File: src/rtl/sp_scan_pkg.sv
package sp_scan_pkg;
  // Action selected by the address field of a completed frame
  typedef enum logic [1:0] {
    ACT_NONE     = 2'd0,
    ACT_WRITE    = 2'd1,
    ACT_SCAN_REG = 2'd2,
    ACT_SCAN_CNT = 2'd3
  } sp_act_e;
endpackage

File: src/rtl/sp_edge_det.sv
module sp_edge_det #(
  parameter logic RST_VAL = 1'b0
) (
  input  logic clk_i,
  input  logic rst_n,
  input  logic sig_i,
  output logic rise_o
);
  logic sig_q;

  always_ff @(posedge clk_i or negedge rst_n) begin
    if (!rst_n) sig_q <= RST_VAL;
    else        sig_q <= sig_i;
  end

  assign rise_o = sig_i & ~sig_q;
endmodule

File: src/rtl/sp_rx_shift.sv
module sp_rx_shift #(
  parameter int FRAME_W = 18
) (
  input  logic               clk_i,
  input  logic               rst_n,
  input  logic               shift_en,
  input  logic               bit_i,
  output logic [FRAME_W-1:0] frame_o
);
  logic [FRAME_W-1:0] frame_q, frame_d;

  // New bits enter at the top, so the first bit sent ends at bit 0
  always_comb begin
    frame_d = frame_q;
    if (shift_en) frame_d = {bit_i, frame_q[FRAME_W-1:1]};
  end

  always_ff @(posedge clk_i or negedge rst_n) begin
    if (!rst_n) frame_q <= '0;
    else        frame_q <= frame_d;
  end

  assign frame_o = frame_q;
endmodule

File: src/rtl/sp_cfg_bank.sv
module sp_cfg_bank #(
  parameter int NUM_REGS = 19,
  parameter int DATA_W   = 12,
  parameter int IDX_W    = 5
) (
  input  logic                             clk_i,
  input  logic                             rst_n,
  input  logic                             wr_en,
  input  logic [IDX_W-1:0]                 wr_idx,
  input  logic [DATA_W-1:0]                wr_data,
  output logic [NUM_REGS-1:0][DATA_W-1:0]  regs_o
);
  for (genvar g = 0; g < NUM_REGS; g++) begin : g_reg
    logic              en;
    logic [DATA_W-1:0] val_q, val_d;

    assign en = wr_en && (wr_idx == IDX_W'(g));

    always_comb begin
      val_d = val_q;
      if (en) val_d = wr_data;
    end

    always_ff @(posedge clk_i or negedge rst_n) begin
      if (!rst_n) val_q <= '0;
      else        val_q <= val_d;
    end

    assign regs_o[g] = val_q;
  end
endmodule

File: src/rtl/sp_tx_shift.sv
module sp_tx_shift #(
  parameter int DATA_W = 12
) (
  input  logic              clk_i,
  input  logic              rst_n,
  input  logic              load_en,
  input  logic [DATA_W-1:0] load_val,
  input  logic              shift_en,
  output logic [DATA_W-1:0] word_o
);
  logic [DATA_W-1:0] word_q, word_d;

  // Shift toward bit 0 while copying the MSB, so extra clocks repeat it
  always_comb begin
    word_d = word_q;
    if (load_en)       word_d = load_val;
    else if (shift_en) word_d = {word_q[DATA_W-1], word_q[DATA_W-1:1]};
  end

  always_ff @(posedge clk_i or negedge rst_n) begin
    if (!rst_n) word_q <= '0;
    else        word_q <= word_d;
  end

  assign word_o = word_q;
endmodule

File: src/rtl/sp_scan_port.sv
module sp_scan_port
  import sp_scan_pkg::*;
#(
  parameter int DATA_W        = 12,
  parameter int ADDR_W        = 6,
  parameter int NUM_REGS      = 19,
  parameter int REG_SCAN_BASE = 32,
  parameter int CNT_SCAN_BASE = 51
) (
  input  logic                        clk_i,
  input  logic                        rst_n_i,
  input  logic                        sclk_i,
  input  logic                        sdata_i,
  input  logic                        load_i,
  input  logic [DATA_W-1:0]           hcnt_a_i,
  input  logic [DATA_W-1:0]           hcnt_b_i,
  input  logic [DATA_W-1:0]           vcnt_i,
  output logic                        run_en_o,
  output logic                        sdout_o,
  output logic [NUM_REGS*DATA_W-1:0]  cfg_o
);
  localparam int FRAME_W = ADDR_W + DATA_W;
  localparam int IDX_W   = $clog2(NUM_REGS);
  localparam int NUM_CNT = 3;

  // Reset: asserted asynchronously, released on the clock
  logic [1:0] rst_pipe;
  logic       rst_n;
  always_ff @(posedge clk_i or negedge rst_n_i) begin
    if (!rst_n_i) rst_pipe <= 2'b00;
    else          rst_pipe <= {rst_pipe[0], 1'b1};
  end
  assign rst_n = rst_pipe[1];

  logic sclk_rise, load_rise;
  sp_edge_det #(.RST_VAL(1'b0)) u_sclk_edge (
    .clk_i(clk_i), .rst_n(rst_n), .sig_i(sclk_i), .rise_o(sclk_rise));
  sp_edge_det #(.RST_VAL(1'b1)) u_load_edge (
    .clk_i(clk_i), .rst_n(rst_n), .sig_i(load_i), .rise_o(load_rise));

  logic               rx_shift;
  logic [FRAME_W-1:0] frame;
  assign rx_shift = sclk_rise & ~load_i;

  sp_rx_shift #(.FRAME_W(FRAME_W)) u_rx (
    .clk_i(clk_i), .rst_n(rst_n), .shift_en(rx_shift),
    .bit_i(sdata_i), .frame_o(frame));

  logic [ADDR_W-1:0] addr, reg_off, cnt_off;
  logic [DATA_W-1:0] wdata;
  assign addr    = frame[ADDR_W-1:0];
  assign wdata   = frame[FRAME_W-1:ADDR_W];
  assign reg_off = addr - ADDR_W'(REG_SCAN_BASE);
  assign cnt_off = addr - ADDR_W'(CNT_SCAN_BASE);

  sp_act_e act;
  always_comb begin
    act = ACT_NONE;
    if (int'(addr) < NUM_REGS)
      act = ACT_WRITE;
    else if (int'(addr) >= REG_SCAN_BASE && int'(addr) < REG_SCAN_BASE + NUM_REGS)
      act = ACT_SCAN_REG;
    else if (int'(addr) >= CNT_SCAN_BASE && int'(addr) < CNT_SCAN_BASE + NUM_CNT)
      act = ACT_SCAN_CNT;
  end

  logic is_scan, enter_scan, wr_en;
  assign is_scan    = (act == ACT_SCAN_REG) || (act == ACT_SCAN_CNT);
  assign enter_scan = load_rise & is_scan;
  assign wr_en      = load_rise & (act == ACT_WRITE);

  logic [NUM_REGS-1:0][DATA_W-1:0] regs;
  sp_cfg_bank #(.NUM_REGS(NUM_REGS), .DATA_W(DATA_W), .IDX_W(IDX_W)) u_bank (
    .clk_i(clk_i), .rst_n(rst_n), .wr_en(wr_en),
    .wr_idx(addr[IDX_W-1:0]), .wr_data(wdata), .regs_o(regs));
  assign cfg_o = regs;

  // Read-back source selection
  logic [DATA_W-1:0] scan_val;
  always_comb begin
    scan_val = '0;
    if (act == ACT_SCAN_REG) begin
      for (int i = 0; i < NUM_REGS; i++)
        if (reg_off[IDX_W-1:0] == IDX_W'(i)) scan_val = regs[i];
    end else if (act == ACT_SCAN_CNT) begin
      case (cnt_off[1:0])
        2'd0:    scan_val = hcnt_a_i;
        2'd1:    scan_val = hcnt_b_i;
        default: scan_val = vcnt_i;
      endcase
    end
  end

  // Scan mode state
  logic scan_q, scan_d;
  always_comb begin
    scan_d = scan_q;
    if (load_rise) scan_d = is_scan;
  end
  always_ff @(posedge clk_i or negedge rst_n) begin
    if (!rst_n) scan_q <= 1'b0;
    else        scan_q <= scan_d;
  end

  logic              tx_shift;
  logic [DATA_W-1:0] tx_word;
  assign tx_shift = scan_q & load_i & sclk_rise;

  sp_tx_shift #(.DATA_W(DATA_W)) u_tx (
    .clk_i(clk_i), .rst_n(rst_n), .load_en(enter_scan),
    .load_val(scan_val), .shift_en(tx_shift), .word_o(tx_word));

  assign run_en_o = ~scan_q & ~enter_scan;
  assign sdout_o  = scan_q & load_i & tx_word[0];
endmodule

File: config.mk
export PLATFORM = sky130hd
export DESIGN_NAME = sp_scan_port
export DESIGN_NICKNAME = d
export VERILOG_FILES = /design/src/rtl/sp_scan_pkg.sv /design/src/rtl/sp_edge_det.sv /design/src/rtl/sp_rx_shift.sv /design/src/rtl/sp_cfg_bank.sv /design/src/rtl/sp_tx_shift.sv /design/src/rtl/sp_scan_port.sv
export SDC_FILE = /design/constraint.sdc
export NUM_CORES = 1
export LEC_CHECK = 0
export BUFFER_PORTS_ARGS = -buffer_cell sky130_fd_sc_hd__buf_2
export CAP_MARGIN = 20
export CELL_PAD_IN_SITES_DETAIL_PLACEMENT = 2
export CELL_PAD_IN_SITES_GLOBAL_PLACEMENT = 2
export CORE_UTILIZATION = 33
export CTS_CLUSTER_DIAMETER = 60
export DETAILED_ROUTE_END_ITERATION = 8
export PLACE_DENSITY_LB_ADDON = 0.1
export SYNTH_ARGS = -nofsm -noshare
export SYNTH_HDL_FRONTEND = slang
export SYNTH_SLANG_ARGS = --single-unit
File: constraint.sdc
create_clock -name clk_i -period 10.2 [get_ports clk_i]
set_input_delay 0.51 -clock clk_i [delete_from_list [all_inputs] [get_ports clk_i]]
set_output_delay 0.51 -clock clk_i [all_outputs]
set_load 0.01 [all_outputs]
Yosys cells after proc, flatten, opt, wreduce, memory -nomap -nowiden
Index checks and enable logic that the tools add are counted.
- register bits: 263
- word-level logic and storage cells: 140
- input bits: 41
- output and inout port bits: 230
- reductions and logical operators: 26
- add/sub/neg operators: 2
- $lt $le $gt $ge: 5
- equal/unequal tests: 40
- mux-type cells: 27
- bitwise gates (word level): 14
- operators by type and width (kind ; number):
    2-to-1 mux 12 bit ; 22
    equality test 5 x 4 -> 1 bit, second input constant ; 16
    equality test 5 x 3 -> 1 bit, second input constant ; 8
    equality test 5 bit, second input constant ; 6
    one-hot mux 12 bit (2 select lines) ; 1
    logical AND 1 bit ; 21
    equality test 5 x 2 -> 1 bit, second input constant ; 4
    >= comparator 6 bit, second input constant ; 2
    less-than comparator 6 bit, second input constant ; 2
    2-to-1 mux 11 bit ; 1
    equality test 5 x 1 -> 1 bit, second input constant ; 2
    logical NOT 5 bit ; 2
    AND 1 bit ; 9
    less-than comparator 6 x 5 -> 1 bit, second input constant ; 1
    2-to-1 mux 2 bit ; 3
    NOT 1 bit ; 5
    subtractor 5 x 1 -> 5 bit, second input constant ; 1
    equality test 2 x 1 -> 1 bit, second input constant ; 2
    equality test 2 bit, second input constant ; 2
    logical NOT 2 bit ; 1
    nonzero test 2 bit ; 1
    subtractor 2 bit, second input constant ; 1
    logical OR 1 bit ; 1

Longest topological paths before layout
- depth after elaboration: 23
- mapped depth: 11
- depth with buffers taken out: 8

Hierarchy
A second synthesis with hierarchy kept.
- cells, all modules: 1125
- area, all modules: 13294.0 µm²
- by module, submodules not included (module ; area each (µm²) ; instances ; seq. area each (µm²) ; cells an instance):
    sp_cfg_bank ; 8748.4 ; 1 ; 5705.5 ; 527
    sp_scan_port ; 3205.6 ; 1 ; 75.1 ; 507
    sp_rx_shift ; 721.9 ; 1 ; 450.4 ; 38
    sp_tx_shift ; 539.3 ; 1 ; 300.3 ; 49
    sp_edge_det at u_load_edge ; 40.0 ; 1 ; 26.3 ; 2
    sp_edge_det at u_sclk_edge ; 38.8 ; 1 ; 25.0 ; 2

Worst setup path before layout
No wires, ideal clock.
- path kind: reg-to-reg
- start point: register u_rx.frame_q[1] (netlist: u_rx.frame_o[1])
- end point: register u_bank.g_reg[2].val_q[10]
- data required time: 10075 ps
- period minus slack after synthesis: 2245 ps
- path slack: 7955 ps
- library setup time: 125 ps
- stages on the path, launching flop included: 8
- buffers on the path: 2
- arrival time: 2121 ps
- path through: dfrtp_1 > ha_1 > o31ai_1 > and2_1 > buf_2 > and4_1 > buf_2 > mux2_2
- word-level cells in the longest chain between the ends: 8
- elaborated cells between the ends (all ways): 14
- classes of those cells: order compare: 5; eq/ne: 2; mux: 3; bitwise: 1; reduce/logical: 3
- RTL lines (element ; line ; RTL):
    start, declared ; sp_rx_shift.sv:10 ; logic [FRAME_W-1:0] frame_q, frame_d;
    start signal, assigned ; sp_rx_shift.sv:20 ; else frame_q <= frame_d;
    >= comparator 6 bit or less-than comparator 6 bit (tied branches) ; sp_scan_port.sv:63 ; else if (int'(addr) >= CNT_SCAN_BASE && int'(addr) < CNT_SCAN_BASE + NUM_CNT)
    logical AND 1 bit ; sp_scan_port.sv:63 ;
    2-to-1 mux 2 bit ; sp_scan_port.sv:63 ;
    2-to-1 mux 2 bit ; sp_scan_port.sv:61 ; else if (int'(addr) >= REG_SCAN_BASE && int'(addr) < REG_SCAN_BASE + NUM_REGS)
    2-to-1 mux 2 bit ; sp_scan_port.sv:59 ; if (int'(addr) < NUM_REGS)
    equality test 2 x 1 -> 1 bit ; sp_scan_port.sv:70 ; assign wr_en = load_rise & (act == ACT_WRITE);
    AND 1 bit ; sp_scan_port.sv:70 ;
    logical AND 1 bit (*) ; sp_cfg_bank.sv:17 ; assign en = wr_en && (wr_idx == IDX_W'(g));
    end signal, assigned ; sp_cfg_bank.sv:26 ; else val_q <= val_d;
    end, declared ; sp_cfg_bank.sv:15 ; logic [DATA_W-1:0] val_q, val_d;
Every way passes the cells marked *; elsewhere a longest branch is shown, timed or not.
A chain may end at the register's enable or synchronous reset.

Worst setup path in the final report
- start point: register u_rx.frame_q[1] (netlist: u_rx.frame_o[1])
- end point: register u_bank.g_reg[18].val_q[4]
- word-level cells in the longest chain between the ends: 8
- elaborated cells between the ends (all ways): 14
- classes of those cells: order compare: 5; eq/ne: 2; mux: 3; bitwise: 1; reduce/logical: 3
- RTL lines (element ; line):
    >= comparator 6 bit or less-than comparator 6 bit (tied branches) ; sp_scan_port.sv:63
    logical AND 1 bit ; sp_scan_port.sv:63
    2-to-1 mux 2 bit ; sp_scan_port.sv:63
    2-to-1 mux 2 bit ; sp_scan_port.sv:61
    2-to-1 mux 2 bit ; sp_scan_port.sv:59
    equality test 2 x 1 -> 1 bit ; sp_scan_port.sv:70
    AND 1 bit ; sp_scan_port.sv:70
    logical AND 1 bit (*) ; sp_cfg_bank.sv:17
    end signal, assigned ; sp_cfg_bank.sv:26
    end, declared ; sp_cfg_bank.sv:15
Marked as above.

==> summary.md <==
| Metric | Value |
|---|---|
| Status | `finished clean` |
| Layout cell share with drive strength beyond 1 | `40.9%` |
| FMAX | `approximately 260 MHz` |
| Yosys top cell by area | `dfrtp_1` |
| Nets | `1410` |
| Wire per inst | `31.0 um` |
| CP max stage cell | `and2_1` |
| Synth Warn # | `0` |
| Post-synth cell types | `78` |
| Total track usage | `28.9%` |
| WL final | `59200 um` |
| Placer congestion estimate | `about 0.86` |
| Syn_nets | `1185` |
| Layout Skew | `22.3 ps` |
| Critical path arrival | `4280 ps` |
| DR WL met3 | `2210 um` |
| Post-synthesis sequential area ratio | `50.3%` |
| Vias in the first global route | `11600` |
| Number of synthesized flops with an enable pin | `0` |
| Number of port buffers | `270` |
| WP data required | `10600 ps` |
| Critical-path maximum fanout | `24` |
| Met2 Wirelength | `approximately 30000 um` |
| P_leak | `8.20 nW` |
| Relative slew slack | `24.4%` |
| Grt ovf | `0` |
| Pwr per Cell Area | `roughly 230 nW/um^2` |
| Fin. max-slew vios | `0` |
| Area of the die | `40400 um^2` |
| Final Critical Period | `~3900 ps` |
| Largest net degree at the start of global routing | `79` |
| DP HPWL | `roughly 42000 um` |
| Clock Path Buffers | `3` |
| FF-to-FF setup slack | `roughly 6300 ps` |
| # setup viols final | `0` |
| Top cells by count, synth | `dfrtp_1 (262), mux2_2 (201), nand2_1 (96)` |
| First drt pass iteration count | `5` |
| Setup repair after global routing missed its margin | `false` |
| Clock Sink Count | `263` |
| Core Box Area | `just under 40000 um^2` |
| Top-count cell post-synth | `dfrtp_1` |
| Worst-Margin Slew | `1130 ps` |
| Synth Instances | `1140` |
| CP max stage delay | `~800 ps` |
| CTS tree | `done` |
| First-pass GRT wire length | `between 80000 and 90000 um` |
| Die width | `201 um` |
| Avg Inst Size Synth | `11.5 um^2` |
| Synth async-reset ratio | `100%` |
| Post-CTS Repair Setup Buffers | `0` |
| Post-CTS sizing | `0` |
| Final ANT Viol Nets | `0` |
| Footprint of the multi-input gates | `6000 um^2` |
| Kind of critical path | `reg2reg` |
| Starting Density | `33.7%` |
| Die Span Y | `approximately 200 um` |
| Area growth syn-to-layout | `22.7%` |
| Highest routed metal layer | `met4` |
| Worst Hold Class | `in2reg` |
| Top cells by area, synth | `dfrtp_1 (50%), mux2_2 (17%), mux2_1 (3.5%)` |
| TritonCTS Buffers | `36` |
| Most common flop cell mapped by yosys | `dfrtp_1` |
| Root Buffer | `clkbuf_16` |
| Worst-path cell chain | `ha_1 -> buf_4 -> o31ai_1 -> and2_1 -> nand2_1 -> mux2_1` |
| I/O pin count | `~270` |
| Initial antenna violation count | `0` |
| Max VDD drop | `0.000119 V` |
| Pre-CTS setup slack | `6350 ps` |
| Fillers | `4077` |
| Routed vias | `11000` |
| Final worst slack | `between 6000 and 7000 ps` |
| FF+latch count, synth | `263` |
| Tcrit/Tclk final | `38.1%` |
| Post-Syn Area | `13100 um^2` |
| DRC violations left | `0` |
| H-tree depth | `2` |
| Final hold violations | `0` |
| Area occupied by registers | `6590 um^2` |
| Max Cap Violations | `0` |
| Top cell type's share of synthesized area | `approximately half` |
| Via-to-Cell Ratio | `5.75` |
| TNS Setup | `0 ps` |
| DRT iter0 DRCs | `~800` |
| Worst Setup End Kind | `flop` |
| Cell Rows | `72` |
| Clock Latency Late Sink | `around 530 ps` |
| CP Launch Type | `flop` |
| Clock Pin Slew Worst Setup and Hold Paths | `60 ps` |
| Wl on met1 | `25300 um` |
[final timing paths]
check | startpoint | end | cells past startpoint
worst max-delay path | u_rx.frame_o[1] | u_bank.g_reg[18].val_q[4] | 6
worst min-delay path | load_i | u_load_edge.sig_q | 1
worst max register to register | u_rx.frame_o[1] | u_bank.g_reg[18].val_q[4] | 6
worst min register to register | rst_pipe[1] | u_bank.g_reg[5].val_q[9] | 0
max in group asynchronous | rst_pipe[1] | u_tx.word_o[6] | 2
min in group asynchronous | rst_n_i | rst_pipe[1] | 2
[placed cells by master (no fill, tap or decap), types with 9 or more instances in the layout]
cell       count
dfrtp_1      261
nor3_1        12
inv_1         10
buf_2        270
a211oi_1       9
buf_4         16
mux2_2       201
o22ai_1       18
o21ai_0       59
nand3_1       11
nor2_1        51
mux2_1        41
nand2_1       96
a22oi_1       21
a21oi_1       45
nor2b_1       10
a221oi_1      19
o211ai_1      10
clkbuf_16     37
[cells by family after synthesis]
logic type,after synthesis,share of synthesized area (%)
mux,244,21.0
fa+ha+maj,4,0.383
flops,263,50.3
compound gates,268,14.1
buf+inv,116,3.89
simple gates,244,10.2
other cells,1,0.0287
[layout make-up]
cell class / count / share of cell area, %
repair buffers: 293 / 10.0
clock inverters: 14 / 0.904
clock buffers: 49 / 6.36
diodes: 1 / 0.0156
inverters: 10 / 0.234
multi-input cells: 761 / 37.4
well taps: 518 / 4.04
flip-flops and latches: 263 / 41.0
[routing by layer]
layer	vias to the layer above	track usage, %
met5	-	0
met3	93	3.41
met1	5821	37.1
met2	352	50.0
li1	4702	-
met4	0	10.0
[state kept, by name, summed over array words and instances, names as in the netlist]
name,cells
u_load_edge.sig_q,1
u_rx.frame_o,18
u_tx.word_o,12
scan_q,1
u_sclk_edge.sig_q,1
u_bank.g.val_q,228
rst_pipe,2
[power by group]
group / internal [W] / switching [W] / total (W)
registers: 0.00120 / 0.000252 / 0.00145
clock network: 0.000756 / 0.000501 / 0.00126
logic: 0.000353 / 0.000557 / 0.000909
[per-stage QoR]
| step | instances | power (W) | hold slack [ps] | util [%] | instance area [um^2] |
|---|---|---|---|---|---|
| after floorplan | 1140 | 0.00184 | 214 | - | 13100 |
| after global placement | 1838 | 0.00230 | 296 | 38.0 | 14700 |
| after detailed placement | 1839 | 0.00234 | 298 | 38.0 | 14800 |
| after CTS | 1903 | 0.00361 | 123 | 41.1 | 15900 |
| after global routing | 1908 | 0.00374 | 137 | 41.3 | 16000 |
| final | 1909 | 0.00361 | 133 | 41.3 | 16100 |
[repair_timing]
action	CTS	global route
setup endpoints to repair	0	0
hold buffers	1	0
hold endpoints to repair	2	0
[worst max-delay path, delay by kind of cell, from the launching register on]
family	cells	cell delay, ps
and+or+nand+nor	2	1510
muxes	1	520
adders and majority gates	1	480
AOI/OAI and AO/OA	1	450
DFF	1	440
buffers and inverters	1	350
Note: power is estimated with default switching activity, not from simulation.
